[config.mk]
export PLATFORM = sky130hd
export DESIGN_NAME = boot_handshake_seq
export DESIGN_NICKNAME = d
export VERILOG_FILES = /design/src/rtl/boot_seq_pkg.sv /design/src/rtl/baud_decode.sv /design/src/rtl/load_sum.sv /design/src/rtl/boot_handshake_seq.sv
export SDC_FILE = /design/constraint.sdc
export NUM_CORES = 1
export LEC_CHECK = 0
export BUFFER_PORTS_ARGS = -buffer_cell sky130_fd_sc_hd__buf_2
export CAP_MARGIN = 10
export CORE_UTILIZATION = 51
export CTS_CLUSTER_DIAMETER = 60
export DETAILED_ROUTE_END_ITERATION = 16
export GPL_TIMING_DRIVEN = 0
export PLACE_DENSITY = 0.83
export SYNTH_ARGS = -nofsm -noshare
export SYNTH_HDL_FRONTEND = slang
export SYNTH_HIERARCHICAL = 1
export SYNTH_SLANG_ARGS = --single-unit
[constraint.sdc]
create_clock -name clk -period 2.1 [get_ports clk]
set_clock_uncertainty 0.1 [all_clocks]
set_input_delay 0.105 -clock clk [delete_from_list [all_inputs] [get_ports clk]]
set_output_delay 0.105 -clock clk [all_outputs]
set_load 0.05 [all_outputs]
[src/rtl/boot_seq_pkg.sv]
package boot_seq_pkg;

    typedef enum logic [3:0] {
        ST_HDR,
        ST_SEL,
        ST_BAUD,
        ST_LOAD,
        ST_SUM_LO,
        ST_CMD,
        ST_ERR,
        ST_TX_ISSUE,
        ST_TX_WAIT,
        ST_JUMP,
        ST_HALT
    } seq_state_e;

endpackage

[src/rtl/baud_decode.sv]
module baud_decode #(
    parameter int NUM_CODES = 5,
    parameter int DIV_W     = 16,
    parameter logic [NUM_CODES*8-1:0]     SEL_CODES = '0,
    parameter logic [NUM_CODES*DIV_W-1:0] DIV_ROW   = '0
) (
    input  logic [7:0]       code,
    output logic             sel_ok,
    output logic [DIV_W-1:0] sel_div
);

    logic [NUM_CODES-1:0] hit;
    logic [DIV_W-1:0]     masked [NUM_CODES];

    for (genvar i = 0; i < NUM_CODES; i++) begin : g_slot
        assign hit[i]    = (code == SEL_CODES[i*8 +: 8]);
        assign masked[i] = hit[i] ? DIV_ROW[i*DIV_W +: DIV_W] : '0;
    end

    always_comb begin
        sel_div = '0;
        for (int i = 0; i < NUM_CODES; i++) begin
            sel_div = sel_div | masked[i];
        end
        sel_ok = (|hit) && (sel_div != '0);
    end

endmodule

[src/rtl/load_sum.sv]
module load_sum #(
    parameter int ADDR_W = 24,
    parameter int SUM_W  = 16
) (
    input  logic              clk,
    input  logic              rst_n,
    input  logic              wr_en,
    input  logic [ADDR_W-1:0] wr_addr,
    input  logic [7:0]        wr_data,
    output logic [SUM_W-1:0]  sum,
    output logic [ADDR_W-1:0] first_addr
);

    typedef struct packed {
        logic [SUM_W-1:0]  acc;
        logic [ADDR_W-1:0] first;
        logic              seen;
    } sum_reg_t;

    sum_reg_t r_d, r_q;

    always_comb begin
        r_d = r_q;
        if (wr_en) begin
            r_d.acc = r_q.acc + SUM_W'(wr_data);
            if (!r_q.seen) begin
                r_d.first = wr_addr;
                r_d.seen  = 1'b1;
            end
        end
    end

    always_ff @(posedge clk or negedge rst_n) begin
        if (!rst_n) r_q <= '0;
        else        r_q <= r_d;
    end

    assign sum        = r_q.acc;
    assign first_addr = r_q.first;

    p_first_hold_r7: assert property (@(posedge clk) disable iff (!rst_n)
        r_q.seen |=> $stable(r_q.first));

endmodule

[src/rtl/boot_handshake_seq.sv]
module boot_handshake_seq
    import boot_seq_pkg::*;
#(
    parameter int HDR_BYTES  = 7,
    parameter int DIV_W      = 16,
    parameter int ADDR_W     = 24,
    parameter int SP_W       = 20,
    parameter int NUM_CODES  = 5,
    parameter int NUM_FREQ   = 2,
    parameter int FREQ_SEL   = 0,
    parameter int ERR_REPEAT = 3,
    parameter logic [NUM_CODES*8-1:0] SEL_CODES =
        {8'h03, 8'h06, 8'h0C, 8'h18, 8'h28},
    parameter logic [NUM_FREQ*NUM_CODES*DIV_W-1:0] DIV_TABLE =
        {16'h0020, 16'h0040, 16'h0080, 16'h0100, 16'h0200,
         16'h0000, 16'h0020, 16'h0040, 16'h0080, 16'h0100},
    parameter logic [7:0] BAD_SEL_CODE = 8'h62,
    parameter logic [7:0] START_CMD    = 8'hC0,
    parameter logic [7:0] CMD_ERR_CODE = 8'h63,
    parameter logic [SP_W-1:0] SP_INIT = 20'h4A000
) (
    input  logic              clk,
    input  logic              rst_n,
    input  logic [7:0]        rx_data,
    input  logic              rx_valid,
    input  logic              rx_err,
    output logic [7:0]        tx_data,
    output logic              tx_start,
    input  logic              tx_busy,
    output logic [DIV_W-1:0]  baud_div,
    output logic              ldr_en,
    input  logic              ldr_wr,
    input  logic [ADDR_W-1:0] ldr_addr,
    input  logic [7:0]        ldr_wdata,
    input  logic              ldr_done,
    input  logic              ldr_fault,
    output logic              jump_req,
    output logic [ADDR_W-1:0] jump_addr,
    output logic [SP_W-1:0]   stack_ptr
);

    localparam int SUM_W    = 16;
    localparam int HCW      = $clog2(HDR_BYTES + 1);
    localparam int ECW      = $clog2(ERR_REPEAT + 1);
    localparam int ROW_W    = NUM_CODES * DIV_W;
    localparam logic [ROW_W-1:0] DIV_ROW = DIV_TABLE[FREQ_SEL*ROW_W +: ROW_W];
    localparam logic [DIV_W-1:0] INIT_DIV = DIV_ROW[0 +: DIV_W];

    typedef struct packed {
        seq_state_e       st;
        seq_state_e       ret;
        logic [7:0]       tx_q;
        logic [HCW-1:0]   hdr_cnt;
        logic [ECW-1:0]   err_cnt;
        logic [DIV_W-1:0] div_pend;
        logic [DIV_W-1:0] div_q;
        logic             jump_q;
    } seq_reg_t;

    seq_reg_t s_d, s_q;

    logic             sel_ok;
    logic [DIV_W-1:0] sel_div;
    logic [SUM_W-1:0] sum;
    logic [ADDR_W-1:0] first_addr;

    baud_decode #(
        .NUM_CODES (NUM_CODES),
        .DIV_W     (DIV_W),
        .SEL_CODES (SEL_CODES),
        .DIV_ROW   (DIV_ROW)
    ) u_decode (
        .code    (rx_data),
        .sel_ok  (sel_ok),
        .sel_div (sel_div)
    );

    load_sum #(
        .ADDR_W (ADDR_W),
        .SUM_W  (SUM_W)
    ) u_sum (
        .clk        (clk),
        .rst_n      (rst_n),
        .wr_en      (ldr_en && ldr_wr),
        .wr_addr    (ldr_addr),
        .wr_data    (ldr_wdata),
        .sum        (sum),
        .first_addr (first_addr)
    );

    always_comb begin
        s_d      = s_q;
        tx_start = 1'b0;
        ldr_en   = 1'b0;
        unique case (s_q.st)
            ST_HDR: begin
                if (rx_valid) begin
                    if (s_q.hdr_cnt == HCW'(HDR_BYTES - 1)) s_d.st = ST_SEL;
                    else s_d.hdr_cnt = s_q.hdr_cnt + 1'b1;
                end
            end
            ST_SEL: begin
                if (rx_valid) begin
                    s_d.st = ST_TX_ISSUE;
                    if (!rx_err && sel_ok) begin
                        s_d.tx_q     = rx_data;
                        s_d.div_pend = sel_div;
                        s_d.ret      = ST_BAUD;
                    end else begin
                        s_d.tx_q = BAD_SEL_CODE;
                        s_d.ret  = ST_HALT;
                    end
                end
            end
            ST_BAUD: begin
                s_d.div_q = s_q.div_pend;
                s_d.st    = ST_LOAD;
            end
            ST_LOAD: begin
                ldr_en = 1'b1;
                if (ldr_fault) begin
                    s_d.st = ST_HALT;
                end else if (ldr_done) begin
                    s_d.tx_q = sum[SUM_W-1 -: 8];
                    s_d.ret  = ST_SUM_LO;
                    s_d.st   = ST_TX_ISSUE;
                end
            end
            ST_SUM_LO: begin
                s_d.tx_q = sum[7:0];
                s_d.ret  = ST_CMD;
                s_d.st   = ST_TX_ISSUE;
            end
            ST_CMD: begin
                if (rx_valid) begin
                    if (!rx_err && rx_data == START_CMD) begin
                        s_d.tx_q = START_CMD;
                        s_d.ret  = ST_JUMP;
                        s_d.st   = ST_TX_ISSUE;
                    end else begin
                        s_d.err_cnt = '0;
                        s_d.st      = ST_ERR;
                    end
                end
            end
            ST_ERR: begin
                s_d.tx_q    = CMD_ERR_CODE;
                s_d.err_cnt = s_q.err_cnt + 1'b1;
                s_d.ret     = (s_q.err_cnt == ECW'(ERR_REPEAT - 1)) ? ST_HALT : ST_ERR;
                s_d.st      = ST_TX_ISSUE;
            end
            ST_TX_ISSUE: begin
                if (!tx_busy) begin
                    tx_start = 1'b1;
                    s_d.st   = ST_TX_WAIT;
                end
            end
            ST_TX_WAIT: begin
                if (!tx_busy) s_d.st = s_q.ret;
            end
            ST_JUMP: begin
                s_d.jump_q = 1'b1;
            end
            ST_HALT: begin
                s_d.st = ST_HALT;
            end
            default: s_d.st = ST_HALT;
        endcase
    end

    always_ff @(posedge clk or negedge rst_n) begin
        if (!rst_n) begin
            s_q.st       <= ST_HDR;
            s_q.ret      <= ST_HALT;
            s_q.tx_q     <= '0;
            s_q.hdr_cnt  <= '0;
            s_q.err_cnt  <= '0;
            s_q.div_pend <= INIT_DIV;
            s_q.div_q    <= INIT_DIV;
            s_q.jump_q   <= 1'b0;
        end else begin
            s_q <= s_d;
        end
    end

    assign tx_data   = s_q.tx_q;
    assign baud_div  = s_q.div_q;
    assign jump_req  = s_q.jump_q;
    assign jump_addr = first_addr;
    assign stack_ptr = s_q.jump_q ? SP_INIT : '0;

    p_start_idle_r9: assert property (@(posedge clk) disable iff (!rst_n)
        tx_start |-> !tx_busy);

    p_div_stable_r2: assert property (@(posedge clk) disable iff (!rst_n)
        tx_busy |=> $stable(baud_div));

    p_jump_sticky_r7: assert property (@(posedge clk) disable iff (!rst_n)
        jump_req |=> jump_req);

    p_jump_sp_r7: assert property (@(posedge clk) disable iff (!rst_n)
        jump_req |-> (stack_ptr == SP_INIT));

    p_halt_quiet_r4: assert property (@(posedge clk) disable iff (!rst_n)
        (s_q.st == ST_HALT) |-> (!tx_start && !ldr_en && !jump_req));

    p_load_silent_r5: assert property (@(posedge clk) disable iff (!rst_n)
        ldr_en |-> !tx_start);

endmodule

======== After elaboration in Yosys (flattened, before gate mapping) ========
Cells that the tools add are included.
Widths: inputs -> output; s select.
storage, ports and cells
  input port bits ......................... 48
  bits in registers ....................... 95
cells by class
  reductions and logical operators ........ 17
  $add $sub $neg .......................... 3
  bitwise logic cells ..................... 6
  muxes and demuxes ....................... 26
  equality and inequality tests ........... 28
operator list
  cell                number
  $pmux 12 s5         1
  $mux 16             3
  $or 16x16->16       3
  $mux 12             3
  $pmux 4 s9          1
  $mux 4              6
  $ne 2x2->1 const B  10
  $mux 19             1
  $add 16x8->16       1
  $eq 4x3->1 const B  4
  $reduce_bool 16->1  1
  $mux 9              1
  $reduce_and 3->1    3
  $eq 4x2->1 const B  2
  $eq 4x4->1 const B  2
  $eq 8x2->1 const B  1
  $eq 8x3->1 const B  1
  $eq 8x4->1 const B  1
  $eq 8x5->1 const B  1
  $eq 8x6->1 const B  1
  $eq 8x8->1 const B  1
  $mux 8              1
  $reduce_and 8->1    1
  $mux 7              1
  20 further kinds    29

======== Logic depth before layout (Yosys ltp) ========
Gate-level depths: netlist of the first run.
  depth in word-level cells ............... 11
  gate-level depth with buffers ........... 8
  mapped depth without buffers ............ 7

======== Hierarchy ========
The synthesis of the first run kept the hierarchy.
modules (own cells, without submodules)
  module              area each (um2)  times used  cells each
  boot_handshake_seq  3,124.2          1           277
  load_sum            2,356.0          1           203
  baud_decode         187.7            1           24

======== Least setup slack after synthesis of the first run ========
Ideal clock, no wire load.
  kind .................................... in2reg
  from .................................... input port rx_data[0]
  to ...................................... register s_q[23] in the netlist's numbering
  arrival ................................. 2.250 ns
  buffers on the path ..................... 2
  cell stages on the path ................. 8
  setup time .............................. 0.125 ns
  setup slack ............................. -0.374 ns
  path through ............................ or3_1 > or4b_4 > o22ai_2 > nor2b_1 > clkbuf_1 > nand4_2 > buf_2 > mux2_2
on the way
  longest elaborated chain between the ends .. 9
  elaborated cells on any way between the ends .. 17
ends and longest elaborated chain
  what                                             line                       RTL
  from (decl)                                      boot_handshake_seq.sv:24   input logic [7:0] rx_data,
  $eq 8x5->1 / $eq 8x6->1 (equally long branches)  baud_decode.sv:16          assign hit[i] = (code == SEL_CODES[i*8 +: 8]);
  $mux 8 / $mux 9 (equally long branches)          baud_decode.sv:17          assign masked[i] = hit[i] ? DIV_ROW[i*DIV_W +: DIV_W] : '0;
  $or 16x16->16 (3 in series)                      baud_decode.sv:23          sel_div = sel_div | masked[i];
  $reduce_bool 16->1                               baud_decode.sv:25          sel_ok = (|hit) && (sel_div != '0);
  $logic_and 1x1->1 (*)                            baud_decode.sv:25
  named net sel_ok                                 boot_handshake_seq.sv:62   logic sel_ok;
  $logic_and 1x1->1 (*)                            boot_handshake_seq.sv:105  if (!rx_err && sel_ok) begin
  $reduce_and 3->1 (no source line) (*)            n/a
  to (decl)                                        boot_handshake_seq.sv:60   seq_reg_t s_d, s_q;
Mark *: on every way through the listed nets, which the timed path passes. The rest lies on a longest branch.
A chain may end at the register's enable or synchronous reset.

======== Worst setup path in the final report of the first run ========
  from .................................... register s_q[53] in the netlist's numbering
  to ...................................... register u_sum.r_q, in the netlist u_sum/first_addr[5]
on the way
  longest elaborated chain between the ends .. 4
ends and longest elaborated chain
  what                               line                      RTL
  $eq 4x2->1                         boot_handshake_seq.sv:95  unique case (s_q.st)
  $mux 1                             boot_handshake_seq.sv:95
  $logic_and 1x1->1                  boot_handshake_seq.sv:84  .wr_en (ldr_en && ldr_wr),
  $reduce_and 2->1 (no source line)  n/a
  to (signal assigned)               load_sum.sv:35            else r_q <= r_d;
  to (decl)                          load_sum.sv:20            sum_reg_t r_d, r_q;
Every way passes these cells.

==> results of run 1 <==
==> through the flow <==
stage	total power, mW	cell area (um^2)	hold slack (ns)	setup slack, ns
floorplan	5.61	5790	-0.291	-0.126
global placement	6.23	6470	0.239	-0.440
detailed placement	6.37	6500	-0.00173	-0.516
CTS	7.58	7000	0.0435	0.00328
global route	8.28	7190	0.0433	-0.0664
finish	7.85	7190	0.0689	0.00442
==> area by class of cell <==
class / count / area (um^2)
Buffer: 116 / 878
Timing Repair Buffer: 145 / 930
Multi-Input combinational cell: 308 / 2590
Inverter: 12 / 48.8
Clock buffer: 12 / 155
Clock inverter: 4 / 28.8
Sequential cell: 95 / 2380
Fill cell: 797 / 3650
Tap cell: 140 / 175
==> cells by family after synthesis <==
family / count (synthesis) / share of synthesized area
other: 2 / 0.00132
muxes: 78 / 0.160
buffers and inverters: 128 / 0.158
adders and majority gates: 12 / 0.0278
and+or+nand+nor: 101 / 0.108
DFF: 95 / 0.420
xor gates and xnor gates: 13 / 0.0201
AOI/OAI and AO/OA: 75 / 0.104
==> final timing paths <==
| path | slack (ns) | cells after the start | to | startpoint |
|---|---|---|---|---|
| setup / recovery | 0.004 | 7 | u_sum/first_addr[5] | s_q[53] |
| hold / removal | 0.07 | 3 | tx_data[6] | rx_data[6] |
| setup reg to reg | 0.004 | 7 | u_sum/first_addr[5] | s_q[53] |
| hold reg to reg | 0.38 | 1 | u_sum/sum[15] | u_sum/sum[15] |
| max in group asynchronous | 1.05 | 3 | s_q[47] | rst_n |
| min in group asynchronous | 0.14 | 2 | baud_div[14] | rst_n |
==> synthesized netlist by cell type, types with 4 or more instances <==
cell type and number:
a21oi_1 11, and3_1 4, buf_2 5, buf_4 102, clkbuf_1 5, dfrtp_1 91
dfstp_2 4, ha_1 11, inv_1 12, mux2_2 64, mux2_4 9, mux2i_1 5
nand2_1 18, nand2b_1 5, nand3_1 10, nor2_1 12, nor2b_1 6, nor3_1 8
nor3b_1 4, nor4_1 5, o21ai_0 9, o32a_1 4, or3_1 4, xnor2_1 10
==> timing repair <==
item,in CTS,in global routing
endpoints found under the hold margin,60,0
hold buffers,26,0
endpoints found under the setup margin,60,41
resized for setup,6,26
pin swaps,3,10
buffers inserted,4,13
==> routing by layer <==
| metal | vias to the layer above | track usage | routed length (um) | share of wire |
|---|---|---|---|---|
| met4 | 0 | 0.0851 | 282 | 0.022 |
| met5 | - | 0 | 0 | 0 |
| li1 | 2040 | - | - | - |
| met1 | 2017 | 0.279 | 5570 | 0.43 |
| met3 | 33 | 0.0436 | 710 | 0.054 |
| met2 | 155 | 0.390 | 6490 | 0.50 |
==> flip-flops by register name, indices dropped and copies added (netlist names) <==
signal / count
u_sum/first_addr: 24
jump_req: 1
tx_data: 8
u_sum/sum: 16
u_sum/r_q: 1
s_q: 29
baud_div: 16
==> tightest hold or removal path, stage by stage <==
cell    delay [ns]
buf_2         0.10
o32a_1        0.16
mux2_4        0.13
==> report_power, final <==
part,switching [mW],total (mW),internal [mW]
Clock,0.640,1.14,0.498
Combinational,2.40,4.13,1.73
Sequential,0.329,2.58,2.26
==> flow_summary_export.csv, run 1 <==
group,metric,value,unit
global_route,grt_pass1_wl,20200,um
synth,syn_area,0.00567,mm^2
setup_path,critPathArrivalTime,2.24,ns
timing,setup-violations-final,0,
floorplanning,die-area,0.0115,mm^2
clock_network,cts.sinks,95,
timing,fmax,477,MHz
timing,finalCritPeriodShare,0.998,
floorplanning,core_area,0.0108,mm^2
setup_path,crit_type,"reg2reg",
floorplanning,rows,38,
clock_network,cts_buffer_depth,2,
cells_and_area,drive_gt1_frac,0.522,
floorplanning,die_width,107,um
route,first_iter_violations,215,
clock_network,cts_buffers,9,
pwr,power_density,1090,mW/mm^2
route,ant_nets,0,
global_route,antenna_found_initial,0,
timing,hold_viol,0,
synth,synthesis.instances,504,
route,dr.pass1.iters,4,
synth,yosys_warnings,6,
global_route,overflow,0,
floorplanning,die_y,107,um
setup_path,cp.required,2.25,ns
flow_run,max_cap_violations,0,
clock_network,cts_tree,"done",
route,vias,4245,
timing,tightestPinTransition,0.539,ns
synth,synth_top_area_frac,0.402,
setup_path,crit_slowest_cell,"dfrtp_1",
pwr,cellLeakagePower,3.66,nW
synth,synth_top_cells_by_area,"dfrtp_1 (40%), buf_4 (14%), mux2_2 (13%)",
synth,ys_seq_area_frac,0.420,
timing,min_period,2.10,ns
synth,syn_avg_cell_area,11.2,um^2
route,wl,13100,um
setup_path,crit_chain,"buf_8 -> nor2_4 -> and3_4 -> clkinvlp_4 -> nor2_4 -> buf_6 -> mux2_2",
global_route,track_usage,0.226,
cells_and_area,stdcell_count,832,
run_status,outcome,"finished, final reports clean",
setup_path,crit_path_max_fanout,10,
placed_design,dp.cells,773,
placed_design,gp_congestion,0.848,
synth,yosysTopAreaCell,"dfrtp_1",
timing,rsz0062_at_grt,"yes",
route,drc_errors,0,
setup_path,crit_family,"simple AND/OR/NAND/NOR gates",
synth,synth-main-ff-cell,"dfrtp_1",
clock_network,clock_latency,0.36,ns
setup_path,worst_path_most_repeated_cell,"nor2_4",
clock_network,path_clk_slew,0.09,ns
cells_and_area,fin_nets,747,
cells_and_area,mostFrequentLayoutCells,"buf_4 (118), buf_2 (102), dfrtp_1 (91), mux2_2 (58), conb_1 (29)",
setup_path,max_stage_delay,0.39,ns
clock_network,cts_max_level,3,
cells_and_area,layout_commonest_cell,"buf_4",
timing,maxSlewHeadroom,0.641,
setup_path,critPathBufInv,3,
global_route,grt_pass1_vias,4197,
setup_path,cp-end-kind,"register",
floorplanning,start_util,0.523,
synth,synth-edff-count,0,
global_route,grt_max_degree,61,
floorplanning,ios,119,
timing,tns,0,ns
clock_network,root_buffer,"clkbuf_8",
synth,synth_cell_types,81,
timing,slew_viol_final,0,
cells_and_area,num_antenna_cells,0,
placed_design,port_buffers,101,
placed_design,post-dp-hpwl,8570,um
cells_and_area,final_util,0.663,
route,vias_per_cell,5.10,
pwr,vdd_drop_max,1.13,mV
route,wire_per_inst,15.7,um
hold_path,hold_class,"in2reg",
synth,ys_seq_elements,95,
cells_and_area,syn2layout_area_growth,26.9,%
synth,synthArstFlopShare,1.00,
setup_path,start_kind,"register",
Power figures use the tool's default switching activity.
==> run 2, diff against run 1 <==
--- a/config.mk
+++ b/config.mk
@@ -11,6 +11,7 @@
 export CTS_CLUSTER_DIAMETER = 60
 export DETAILED_ROUTE_END_ITERATION = 16
 export GPL_TIMING_DRIVEN = 0
+export MAX_ROUTING_LAYER = met4
 export PLACE_DENSITY = 0.83
 export SYNTH_ARGS = -nofsm -noshare
 export SYNTH_HDL_FRONTEND = slang
==> flow_summary_export.csv, run 2 (synthesized netlist as in run 1, its figures left out) <==
group,metric,value,unit
floorplanning,core_area,0.0108,mm^2
setup_path,reg2reg_depth,7,
setup_path,crit_path_start,"s_q[51]",
pwr,cellLeakagePower,3.63,nW
timing,setup-violations-final,1,
setup_path,cp-end-kind,"register",
route,vias_per_cell,5.11,
timing,maxSlewHeadroom,0.632,
setup_path,start_kind,"register",
cells_and_area,drive_gt1_frac,0.515,
placed_design,dp.cells,773,
global_route,overflow,0,
global_route,grt_pass1_wl,19700,um
setup_path,crit_end,"u_sum/sum[8]",
floorplanning,rows,38,
cells_and_area,layout_commonest_cell,"buf_4",
clock_network,cts_buffers,9,
setup_path,critPathArrivalTime,2.25,ns
setup_path,r2r_start,"s_q[51]",
floorplanning,start_util,0.523,
timing,hold_viol,0,
pwr,pwr-share-clk,0.167,
timing,fmax,470,MHz
run_status,violations,"setup timing",
pwr,p_seq_frac,0.329,
timing,slew_viol_final,0,
setup_path,cp.required,2.22,ns
cells_and_area,syn2layout_area_growth,26.1,%
route,drc_errors,0,
clock_network,root_buffer,"clkbuf_8",
hold_path,hold_class,"in2reg",
global_route,grt_pass1_vias,4062,
run_status,outcome,"finished with violations",
clock_network,cts_tree,"done",
global_route,track_usage,0.226,
pwr,p_int,4.51,mW
timing,min_period,2.13,ns
pwr,p_sw_frac,0.422,
route,wl,12600,um
floorplanning,die_width,107,um
floorplanning,die_y,107,um
clock_network,clock_latency,0.37,ns
setup_path,rr_endpoint,"u_sum/sum[8]",
cells_and_area,nFillCells,828,
timing,rsz0062_at_grt,"yes",
cells_and_area,largest_reg_flops,29,
cells_and_area,fin_nets,738,
floorplanning,ios,119,
placed_design,port_buffers,101,
cells_and_area,largest-register,"s_q",
pwr,power_density,1090,mW/mm^2
pwr,pwr-share-comb,0.504,
route,vias,4206,
flow_run,max_cap_violations,0,
cells_and_area,final_util,0.659,
floorplanning,die-area,0.0115,mm^2
route,ant_nets,0,
route,first_iter_violations,207,
pwr,switchingPower,3.28,mW
route,wire_per_inst,15.4,um
placed_design,place_ws,-0.487,ns
route,dr.pass1.iters,5,
global_route,antenna_found_initial,0,
cells_and_area,stdcell_count,823,
cells_and_area,regArea,0.00238,mm^2
cells_and_area,num_antenna_cells,0,
setup_path,ff2ff_setup_slack,-0.03,ns
timing,finalWorstSetupSlack,-0.0284,ns
setup_path,crit_path_max_fanout,9,
cells_and_area,multiInputGateArea,0.00257,mm^2
clock_network,cts_max_level,3,
timing,tightestPinTransition,0.552,ns
setup_path,crit_type,"reg2reg",
timing,finalCritPeriodShare,1.01,
global_route,grt_max_degree,61,
placed_design,post-dp-hpwl,8600,um
placed_design,gp_congestion,0.838,
pwr,vdd_drop_max,0.983,mV
clock_network,cts.sinks,95,
clock_network,path_clk_slew,0.10,ns
clock_network,cts_buffer_depth,2,
cells_and_area,mostFrequentLayoutCells,"buf_4 (109), buf_2 (103), dfrtp_1 (90), mux2_2 (64), conb_1 (29)",
[run 2: area by class of cell]
| cell class | count | share of cell area |
|---|---|---|
| multi-input cells | 308 | 0.360 |
| flip-flops and latches | 95 | 0.334 |
| plain buffers | 116 | 0.123 |
| repair buffers | 136 | 0.123 |
| well taps | 140 | 0.0245 |
| clock buffers | 12 | 0.0231 |
| clock inverters | 4 | 0.00735 |
| inverters | 12 | 0.00630 |
[run 2: per-layer routing]
metal	vias up	part of all wire	track usage
met5	-	0	-
met1	2008	0.43	0.281
met4	0	0.015	0.0802
met2	152	0.50	0.373
met3	17	0.060	0.0363
li1	2029	-	-
[run 2: through the flow]
step | power [mW] | hold slack (ns) | TNS, ns | cell area (um^2)
floorplan | 5.61 | -0.291 | -1.88 | 5790
global placement | 6.24 | 0.238 | -23.78 | 6470
detailed placement | 6.36 | -0.00421 | -20.93 | 6500
CTS | 7.73 | 0.0534 | 0 | 7020
global route | 8.21 | 0.0660 | -0.304 | 7150
finish | 7.79 | 0.0603 | -0.0284 | 7150
[run 2: how the worst min path moves through the flow]
stage / start / endpoint / slack [ns] / depth (start not counted)
after floorplan: rst_n / baud_div[0] / -0.29 / 0
after global placement: ldr_addr[9] / u_sum/first_addr[9] / 0.24 / 2
after detailed placement: rst_n / baud_div[11] / -0.004 / 1
after CTS: tx_busy / s_q[51] / 0.05 / 3
after global routing: tx_busy / s_q[51] / 0.07 / 3
final: tx_busy / s_q[51] / 0.06 / 3
[run 2: what timing repair did]
action	in CTS	in global routing
setup buffers	2	5
pin swaps	3	4
gates resized for setup	7	16
hold buffers	26	0
endpoints found under the hold margin	60	0
gates cloned	0	1
setup endpoints to repair	54	55
[run 2: worst max-delay path, cell delays in order (launching register included)]
cell	delay [ns]
dfrtp_1	0.37
buf_4	0.16
and2_2	0.21
and3_4	0.20
inv_1	0.21
nor3_1	0.10
a2111oi_1	0.46
o211ai_1	0.16
[run 2: power by group through the flow]
stage | logic [mW] | registers, mW | clock network, mW
2_1_floorplan | 3.09 | 2.52 | 0
3_3_place_gp | 3.69 | 2.55 | 0
3_5_place_dp | 3.78 | 2.58 | 0
4_1_cts | 3.86 | 2.55 | 1.32
5_1_grt | 4.20 | 2.61 | 1.40
6_report | 3.93 | 2.56 | 1.30
